===== src/rtl/trng_seq_pkg.sv =====
package trng_seq_pkg;

    typedef enum logic [2:0] {
        ST_RESET    = 3'd0,
        ST_STARTUP  = 3'd1,
        ST_FULL_ON  = 3'd2,
        ST_FULL_OFF = 3'd3,
        ST_RUN      = 3'd4,
        ST_ERROR    = 3'd5
    } seq_state_e;

endpackage


===== src/rtl/trng_seq_gate.sv =====
// Start-up gate: ready once every test has passed or is bypassed.
module trng_seq_gate #(
    parameter int NTESTS = 2
) (
    input  logic [NTESTS-1:0] pass_i,
    input  logic [NTESTS-1:0] bypass_i,
    output logic              ready_o
);
    logic [NTESTS-1:0] ok;

    for (genvar g = 0; g < NTESTS; g++) begin : g_test
        assign ok[g] = pass_i[g] | bypass_i[g];
    end

    assign ready_o = &ok;
endmodule


===== src/rtl/trng_seq_offtmr.sv =====
// Switch-off down counter, reloaded on every entry to the timed wait.
module trng_seq_offtmr #(
    parameter int TMR_W = 16
) (
    input  logic             clk,
    input  logic             rst_n,
    input  logic             load_i,
    input  logic [TMR_W-1:0] load_val_i,
    input  logic             run_i,
    output logic             done_o
);
    typedef struct packed {
        logic [TMR_W-1:0] cnt;
    } tmr_t;

    tmr_t r_d, r_q;

    always_comb begin
        r_d = r_q;
        if (load_i) begin
            r_d.cnt = load_val_i;
        end else if (run_i && r_q.cnt != '0) begin
            r_d.cnt = r_q.cnt - 1'b1;
        end
    end

    always_ff @(posedge clk or negedge rst_n) begin
        if (!rst_n) r_q <= '0;
        else        r_q <= r_d;
    end

    assign done_o = (r_q.cnt == '0);
endmodule


===== src/rtl/trng_seq_fullflag.sv =====
// FIFO-full flag: set on the rising edge of "full", cleared by strobe.
module trng_seq_fullflag (
    input  logic clk,
    input  logic rst_n,
    input  logic full_i,
    input  logic clr_i,
    output logic flag_o
);
    typedef struct packed {
        logic full_prev;
        logic flag;
    } ff_t;

    ff_t r_d, r_q;

    always_comb begin
        r_d           = r_q;
        r_d.full_prev = full_i;
        if (full_i && !r_q.full_prev) r_d.flag = 1'b1;
        else if (clr_i)               r_d.flag = 1'b0;
    end

    always_ff @(posedge clk or negedge rst_n) begin
        if (!rst_n) r_q <= '0;
        else        r_q <= r_d;
    end

    assign flag_o = r_q.flag;
endmodule


===== src/rtl/trng_seq_ctrl.sv =====
module trng_seq_ctrl
    import trng_seq_pkg::*;
#(
    parameter int  FIFO_WORDS = 64,
    parameter int  TMR_W      = 16,
    parameter int  NTESTS     = 2,
    localparam int LVL_W      = $clog2(FIFO_WORDS) + 1,
    localparam int BLK_W      = LVL_W - 2
) (
    input  logic              clk,
    input  logic              rst_n,
    input  logic              enable_i,
    input  logic              soft_rst_i,
    input  logic              force_run_i,
    input  logic [NTESTS-1:0] startup_bypass_i,
    input  logic [NTESTS-1:0] startup_pass_i,
    input  logic              health_fail_i,
    input  logic              sample_valid_i,
    input  logic [LVL_W-1:0]  fifo_level_i,
    input  logic [TMR_W-1:0]  off_delay_i,
    input  logic [BLK_W-1:0]  restart_blocks_i,
    input  logic              level_wr_i,
    input  logic              full_ien_i,
    output logic              osc_en_o,
    output logic              fifo_wr_o,
    output logic [2:0]        state_o,
    output logic              full_flag_o,
    output logic              irq_o
);
    localparam logic [LVL_W-1:0] FULL_LVL = LVL_W'(FIFO_WORDS);

    typedef struct packed {
        seq_state_e state;
    } seq_t;

    seq_t r_d, r_q;

    logic             ready;
    logic             tmr_done;
    logic             tmr_load;
    logic             fifo_full;
    logic             refill_hit;
    logic [LVL_W-1:0] restart_words;

    trng_seq_gate #(.NTESTS(NTESTS)) u_gate (
        .pass_i   (startup_pass_i),
        .bypass_i (startup_bypass_i),
        .ready_o  (ready)
    );

    assign fifo_full     = (fifo_level_i >= FULL_LVL);
    assign restart_words = {restart_blocks_i, 2'b00};
    assign refill_hit    = (fifo_level_i <= restart_words);

    always_comb begin
        r_d = r_q;
        if (!enable_i || soft_rst_i) begin
            r_d.state = ST_RESET;
        end else begin
            unique case (r_q.state)
                ST_RESET:    r_d.state = ST_STARTUP;
                ST_STARTUP: begin
                    if (health_fail_i) r_d.state = ST_ERROR;
                    else if (ready)    r_d.state = ST_RUN;
                end
                ST_RUN: begin
                    if (health_fail_i)                   r_d.state = ST_ERROR;
                    else if (fifo_full && !force_run_i) r_d.state = ST_FULL_ON;
                end
                ST_FULL_ON: begin
                    if (health_fail_i)                   r_d.state = ST_ERROR;
                    else if (!fifo_full || force_run_i) r_d.state = ST_RUN;
                    else if (tmr_done)                  r_d.state = ST_FULL_OFF;
                end
                ST_FULL_OFF: begin
                    if (refill_hit) r_d.state = ST_RUN;
                end
                ST_ERROR:    r_d.state = ST_ERROR;
                default:     r_d.state = ST_RESET;
            endcase
        end
    end

    always_ff @(posedge clk or negedge rst_n) begin
        if (!rst_n) r_q <= '{state: ST_RESET};
        else        r_q <= r_d;
    end

    assign tmr_load = (r_d.state == ST_FULL_ON) && (r_q.state != ST_FULL_ON);

    trng_seq_offtmr #(.TMR_W(TMR_W)) u_tmr (
        .clk        (clk),
        .rst_n      (rst_n),
        .load_i     (tmr_load),
        .load_val_i (off_delay_i),
        .run_i      (r_q.state == ST_FULL_ON),
        .done_o     (tmr_done)
    );

    trng_seq_fullflag u_flag (
        .clk    (clk),
        .rst_n  (rst_n),
        .full_i (fifo_full),
        .clr_i  (level_wr_i | soft_rst_i),
        .flag_o (full_flag_o)
    );

    assign osc_en_o  = (r_q.state == ST_STARTUP) || (r_q.state == ST_RUN) ||
                       (r_q.state == ST_FULL_ON);
    assign fifo_wr_o = sample_valid_i && !fifo_full &&
                       ((r_q.state == ST_RUN) || (r_q.state == ST_FULL_ON));
    assign state_o   = r_q.state;
    assign irq_o     = full_flag_o & full_ien_i;
endmodule


===== config.mk =====
export PLATFORM = sky130hd
export DESIGN_NAME = trng_seq_ctrl
export DESIGN_NICKNAME = d
export VERILOG_FILES = /design/src/rtl/trng_seq_pkg.sv /design/src/rtl/trng_seq_gate.sv /design/src/rtl/trng_seq_offtmr.sv /design/src/rtl/trng_seq_fullflag.sv /design/src/rtl/trng_seq_ctrl.sv
export SDC_FILE = /design/constraint.sdc
export NUM_CORES = 1
export LEC_CHECK = 0
export BUFFER_PORTS_ARGS = -buffer_cell sky130_fd_sc_hd__buf_2
export CAP_MARGIN = 10
export CORE_AREA = 2 2 58 60
export CTS_BUF_LIST = sky130_fd_sc_hd__clkbuf_2 sky130_fd_sc_hd__clkbuf_4 sky130_fd_sc_hd__clkbuf_8
export CTS_CLUSTER_SIZE = 16
export DETAILED_ROUTE_END_ITERATION = 8
export DIE_AREA = 0 0 60 62
export PLACE_DENSITY = 0.82
export SKIP_CTS_REPAIR_TIMING = 1
export SYNTH_ARGS = -nofsm -noshare
export SYNTH_HDL_FRONTEND = slang
export SYNTH_HIERARCHICAL = 1
export SYNTH_SLANG_ARGS = --single-unit

===== constraint.sdc =====
create_clock -name clk -period 2.9 [get_ports clk]
set_input_delay 0.145 -clock clk [delete_from_list [all_inputs] [get_ports clk]]
set_output_delay 0.145 -clock clk [all_outputs]
set_load 0.01 [all_outputs]

# == After elaboration in Yosys (flattened, before gate mapping) ==
# Index checks and enable logic that the tools add are counted.
# totals
reg_bits,21
latch_bits,0
ram_bits,0
romBits,0
in_bits,41
out_inout_bits,7
elab_cells,53
mem_count,0
# op_classes
n_addsub,1
multipliers,0
div_mod_pow,0
magnitude_cmp,2
n_eq_ne,7
shift,0
n_mux,14
bitwise_logic,4
reduce_logical,21
# ops
cell,count
$mux W16,2
$mux W3,9
$pmux W3 S6,1
$logic_not A16 Y1,1
$reduce_bool A16 Y1,1
$sub A16 B1 Y16 const B,1
$eq A3 B2 Y1 const B,3
$ge A7 B7 Y1 const B,1
$le A7 B7 Y1,1
$eq A3 B3 Y1 const B,2
$logic_and A1 B1 Y1,6
$logic_or A1 B1 Y1,5
$logic_not A1 Y1,4
$reduce_bool A2 Y1,2
$eq A3 B1 Y1 const B,1
$logic_not A3 Y1,1
$ne A3 B2 Y1 const B,1
$or A1 B1 Y1,3
$mux W1,2
$reduce_and A2 Y1,1
$and A1 B1 Y1,1

# == Logic depth before layout (Yosys ltp) ==
# logic_depth
ltp_word,10
ltp_mapped,9
ltp_nobuf,8

# == Cells and area by module ==
# The synthesis kept the hierarchy.
# by_module_without_submodules
module,n_inst,cells_each,area_each_um2,seq_area_each_um2
trng_seq_offtmr,1,124,1063.5,400.4
trng_seq_ctrl,1,54,430.4,75.1
trng_seq_fullflag,1,5,70.1,50.0
trng_seq_gate,1,1,8.8,0.0

# == Worst setup path before layout ==
# OpenSTA, ideal clock, no wires.
# synth_timing
kind,reg-to-reg
startpoint,"reg r_q, in the netlist state_o[1]"
endpoint,reg u_tmr/r_q[11] (netlist bit)
setup_ns,0.082
arrival_ns,2.227
required_time_ns,2.818
path_slack_ns,0.591
stages_incl_launch_ff,7
path_buffers,1
period_less_slack_ns,2.309
cell_sequence,dfrtp_1 buf_2 nor3b_1 nor4b_1 nand2_1 or4_1 a31oi_1
# synth_via
elab_chain_len,8
word_cells_on_any_way,22
cone_classes,eq/ne (7); mux (11); reduce/logical (4)
# synth_lines
element,line,source
start: declaration,trng_seq_ctrl.sv:36,"seq_t r_d, r_q;"
start signal: assignment,trng_seq_ctrl.sv:85,if (!rst_n) r_q <= '{state: ST_RESET};
start signal: assignment,trng_seq_ctrl.sv:86,else r_q <= r_d;
$mux W3,trng_seq_ctrl.sv:73,else if (tmr_done) r_d.state = ST_FULL_OFF;
$mux W3,trng_seq_ctrl.sv:72,else if (!fifo_full || force_run_i) r_d.state = ST_RUN;
$mux W3,trng_seq_ctrl.sv:71,if (health_fail_i) r_d.state = ST_ERROR;
$pmux W3 S6,trng_seq_ctrl.sv:60,unique case (r_q.state)
$mux W3,trng_seq_ctrl.sv:57,if (!enable_i || soft_rst_i) begin
$eq A3 B2 Y1,trng_seq_ctrl.sv:89,assign tmr_load = (r_d.state == ST_FULL_ON) && (r_q.state != ST_FULL_ON);
$logic_and A1 B1 Y1,trng_seq_ctrl.sv:89,
$mux W16 or $reduce_bool A2 Y1 (tied branches),--,
end signal: assignment,trng_seq_offtmr.sv:29,else r_q <= r_d;
end: declaration,trng_seq_offtmr.sv:16,"tmr_t r_d, r_q;"
# Parallel ways exist; a longest one is shown, timed or not.
# A chain may end at the register's enable or synchronous reset.

# == Worst setup path in the final report ==
# layout_timing
startpoint,reg u_tmr/r_q[7] (netlist bit)
endpoint,reg u_tmr/r_q[1] (netlist bit)
# layout_via
elab_chain_len,9
word_cells_on_any_way,12
cone_classes,eq/ne (1); mux (6); reduce/logical (5)
# layout_lines
element,line,source
$logic_not A16 Y1,trng_seq_offtmr.sv:32,assign done_o = (r_q.cnt == '0);
$mux W3,trng_seq_ctrl.sv:73,
$mux W3,trng_seq_ctrl.sv:72,
$mux W3,trng_seq_ctrl.sv:71,
$pmux W3 S6,trng_seq_ctrl.sv:60,
$mux W3,trng_seq_ctrl.sv:57,
$eq A3 B2 Y1,trng_seq_ctrl.sv:89,
$logic_and A1 B1 Y1,trng_seq_ctrl.sv:89,
$mux W16 or $reduce_bool A2 Y1 (tied branches),--,
# Parallel ways exist; a longest one is shown, timed or not.

==> flow_summary.toml <==
[global_route]
use_met3_pct = 2.69
grt_use_met2_pct = 33.5
top_usage_layer = "met2"
grt-ovfl-total = 0
grt_pass1_vias = 1381
met1_usage_pct = 27.8
globalRouteTotalUtil_pct = 20.6
grt_max_degree = 22
antenna_found_initial = 0
grt_pass1_wl_um = 5910

[drt]
drtPass1Iterations = 4
dr.first_iter.drc_count = 87
wirelength_um = 3520
viasPerCell = 5.51
drc = 0
num_vias = 1532
wire_per_inst_um = 12.7
antenna_left = 0

[cells_and_area]
diodes = 0
layout.nets = 280
layout_commonest_cell = "buf_2"
drive_gt1_share_pct = 28.9
syn_to_final_growth_pct = 20.9
final_cell_mix = "47 x buf_2, 21 x dfrtp_1, 16 x nor2_1, 14 x inv_1, 14 x nand2_1"

[timing]
fin_skew_ns = 0.000752
fin_crit_ns = 2.29
worst_slack_ns = 0.612
finalSetupTns_ns = 0
slew_headroom_pct = 66.5
slew_viol_final = 0
tightest_slew_ns = 0.498
finalCritPeriodShare_pct = 78.9
fmax_mhz = 437
rsz0062_at_grt = "no"
hold_viol = 0
setup_viol = 0

[critical_path]
reg2regPathDepth = 4
endpoint_kind = "flip-flop"
crit_path_start = "u_tmr/r_q[7]"
crit_type = "reg2reg"
arrival_ns = 2.52
required_ns = 3.13
r2r_start = "u_tmr/r_q[7]"
r2r_end = "u_tmr/r_q[1]"
crit_fanout = 8
cp-start-kind = "flip-flop"
r2r_slack_ns = 0.61

[clock_tree]
h-tree-depth = 1
cts_made_buffers = 3
tritoncts = "built"
path_clk_slew_ns = 0.11
clkLatencyLatePin_ns = 0.30
cts_root_buf = "clkbuf_4"
clock_path_buffers = 2
numClockSinks = 21

[power_and_ir_drop]
powerDensity_mw_per_mm2 = 314
peakVddDrop_mv = 0.229
clkPwrFrac_pct = 24.6
combPwrFrac_pct = 18.3
p_sw_share_pct = 27.4
seq_power_share_pct = 57.1
intPower_mw = 0.434
leakage_nw = 0.790
p_sw_mw = 0.164

[floorplanning]
dieArea_sq_mm = 0.00372
dieHeight_um = 62
dieWidth_um = 60
num_io_pins = 48
coreArea_sq_mm = 0.00318
rows = 21
start_util_pct = 49.5

[place]
preCtsSetupSlack_ns = 0.653
port_buffers = 47
dp_hpwl_um = 2740
gp_congestion = 0.871

[synth]
yosysWarnings = 6
synth_area_sq_mm = 0.00157
synth_top_area_share_pct = 33.4
synth_edf_count = 0
ys.flop_type = "dfrtp_1"
yosysSeqAreaShare_pct = 33.4
ys_seq_elements = 21
syn-mean-instance-area_sq_um = 8.55
synth_fp_nets = 231
ys_types = 51
yosysTopAreaCell = "dfrtp_1"
synthCells = 184
synth_area_leaders = "dfrtp_1 33%, ha_1 4.8%, nor2_1 3.8%"
async_reset_ff_share_pct = 100

[worst_hold_path]
hold_path_depth = 1
hold_path_class = "in2reg"
hp-start = "fifo_level_i[6]"
min_delay_worst_endpoint = "u_flag/r_q[1]"

[status]
outcome = "finished, final reports clean"

[run]
max_cap_viol_count = 0
[routing by layer]
| layer | vias up | routed length (um) |
|---|---|---|
| met2 | 51 | 1660 |
| met1 | 705 | 1670 |
| met5 | - | 0 |
| met4 | 0 | 8 |
| li1 | 774 | - |
| met3 | 2 | 183 |
[worst max-delay path: stages (launching register included)]
cell	delay [ns]
dfrtp_1	0.47
or4_1	0.75
o41ai_4	0.49
mux2_1	0.36
a21oi_1	0.15
[Yosys cell counts, types with 2 or more instances]
cell type  number
nand4b_1        3
clkbuf_1        5
nand2b_1        3
or4_1           5
inv_1          14
mux2i_1         2
and2_1          4
nor4b_1         2
a21oi_1        11
o21ai_0         8
xnor2_1         2
nor3_1          4
nand2_1        14
and3_1          2
or3_1           4
nor2b_1         4
a31oi_1         6
nand4_1         4
dfrtp_1        21
buf_2           2
o41ai_1         2
o21ai_1         7
o31ai_1         2
nor2_1         16
nand3_1         3
nor4_1          4
ha_1            6
[worst max path at each step]
stage,cells after the start,slack (ns),to
global placement,4,0.76,u_tmr/r_q[1]
CTS,4,0.62,u_tmr/r_q[1]
global route,6,0.33,u_tmr/r_q[11]
finish,4,0.61,u_tmr/r_q[1]
detailed placement,4,0.65,u_tmr/r_q[1]
floorplan,6,0.59,u_tmr/r_q[11]
[layout make-up]
class / count / area [sq um]
Multi-Input combinational cell: 141 / 961
Timing Repair Buffer: 52 / 275
Clock buffer: 4 / 30.0
Inverter: 14 / 52.6
Sequential cell: 21 / 526
Fill cell: 292 / 1280
Tap cell: 46 / 57.6
[power groups by stage]
stage | sequential (mW) | clock, mW | combinational [mW]
2_1_floorplan | 0.337 | 0 | 0.0648
3_3_place_gp | 0.344 | 0 | 0.106
3_5_place_dp | 0.345 | 0 | 0.110
4_1_cts | 0.339 | 0.156 | 0.110
5_1_grt | 0.344 | 0.167 | 0.126
6_report | 0.341 | 0.147 | 0.109
[metrics by stage]
stage,hold slack (ns),area [sq um],util [%],std cells,power (mW)
after global placement,0.132,1860,58.6,273,0.450
final,0.0228,1900,59.8,278,0.597
after global routing,0.00335,1900,59.8,278,0.637
after CTS,-0.212,1890,59.5,277,0.606
after detailed placement,0.134,1860,58.6,273,0.455
after floorplan,-0.151,1570,-,184,0.401
[cell families after synthesis]
group / synth area share (%)
simple gates: 32.0
compound gates: 20.3
buf+inv: 5.89
flops: 33.4
fa+ha+maj: 4.77
xor+xnor: 1.67
mux: 1.99
[sequential cells by signal, indices dropped and copies added (netlist names)]
| name | flops |
|---|---|
| u_flag/flag_o | 1 |
| u_flag/r_q | 1 |
| state_o | 3 |
| u_tmr/r_q | 16 |
Power figures use the tool's default switching activity.
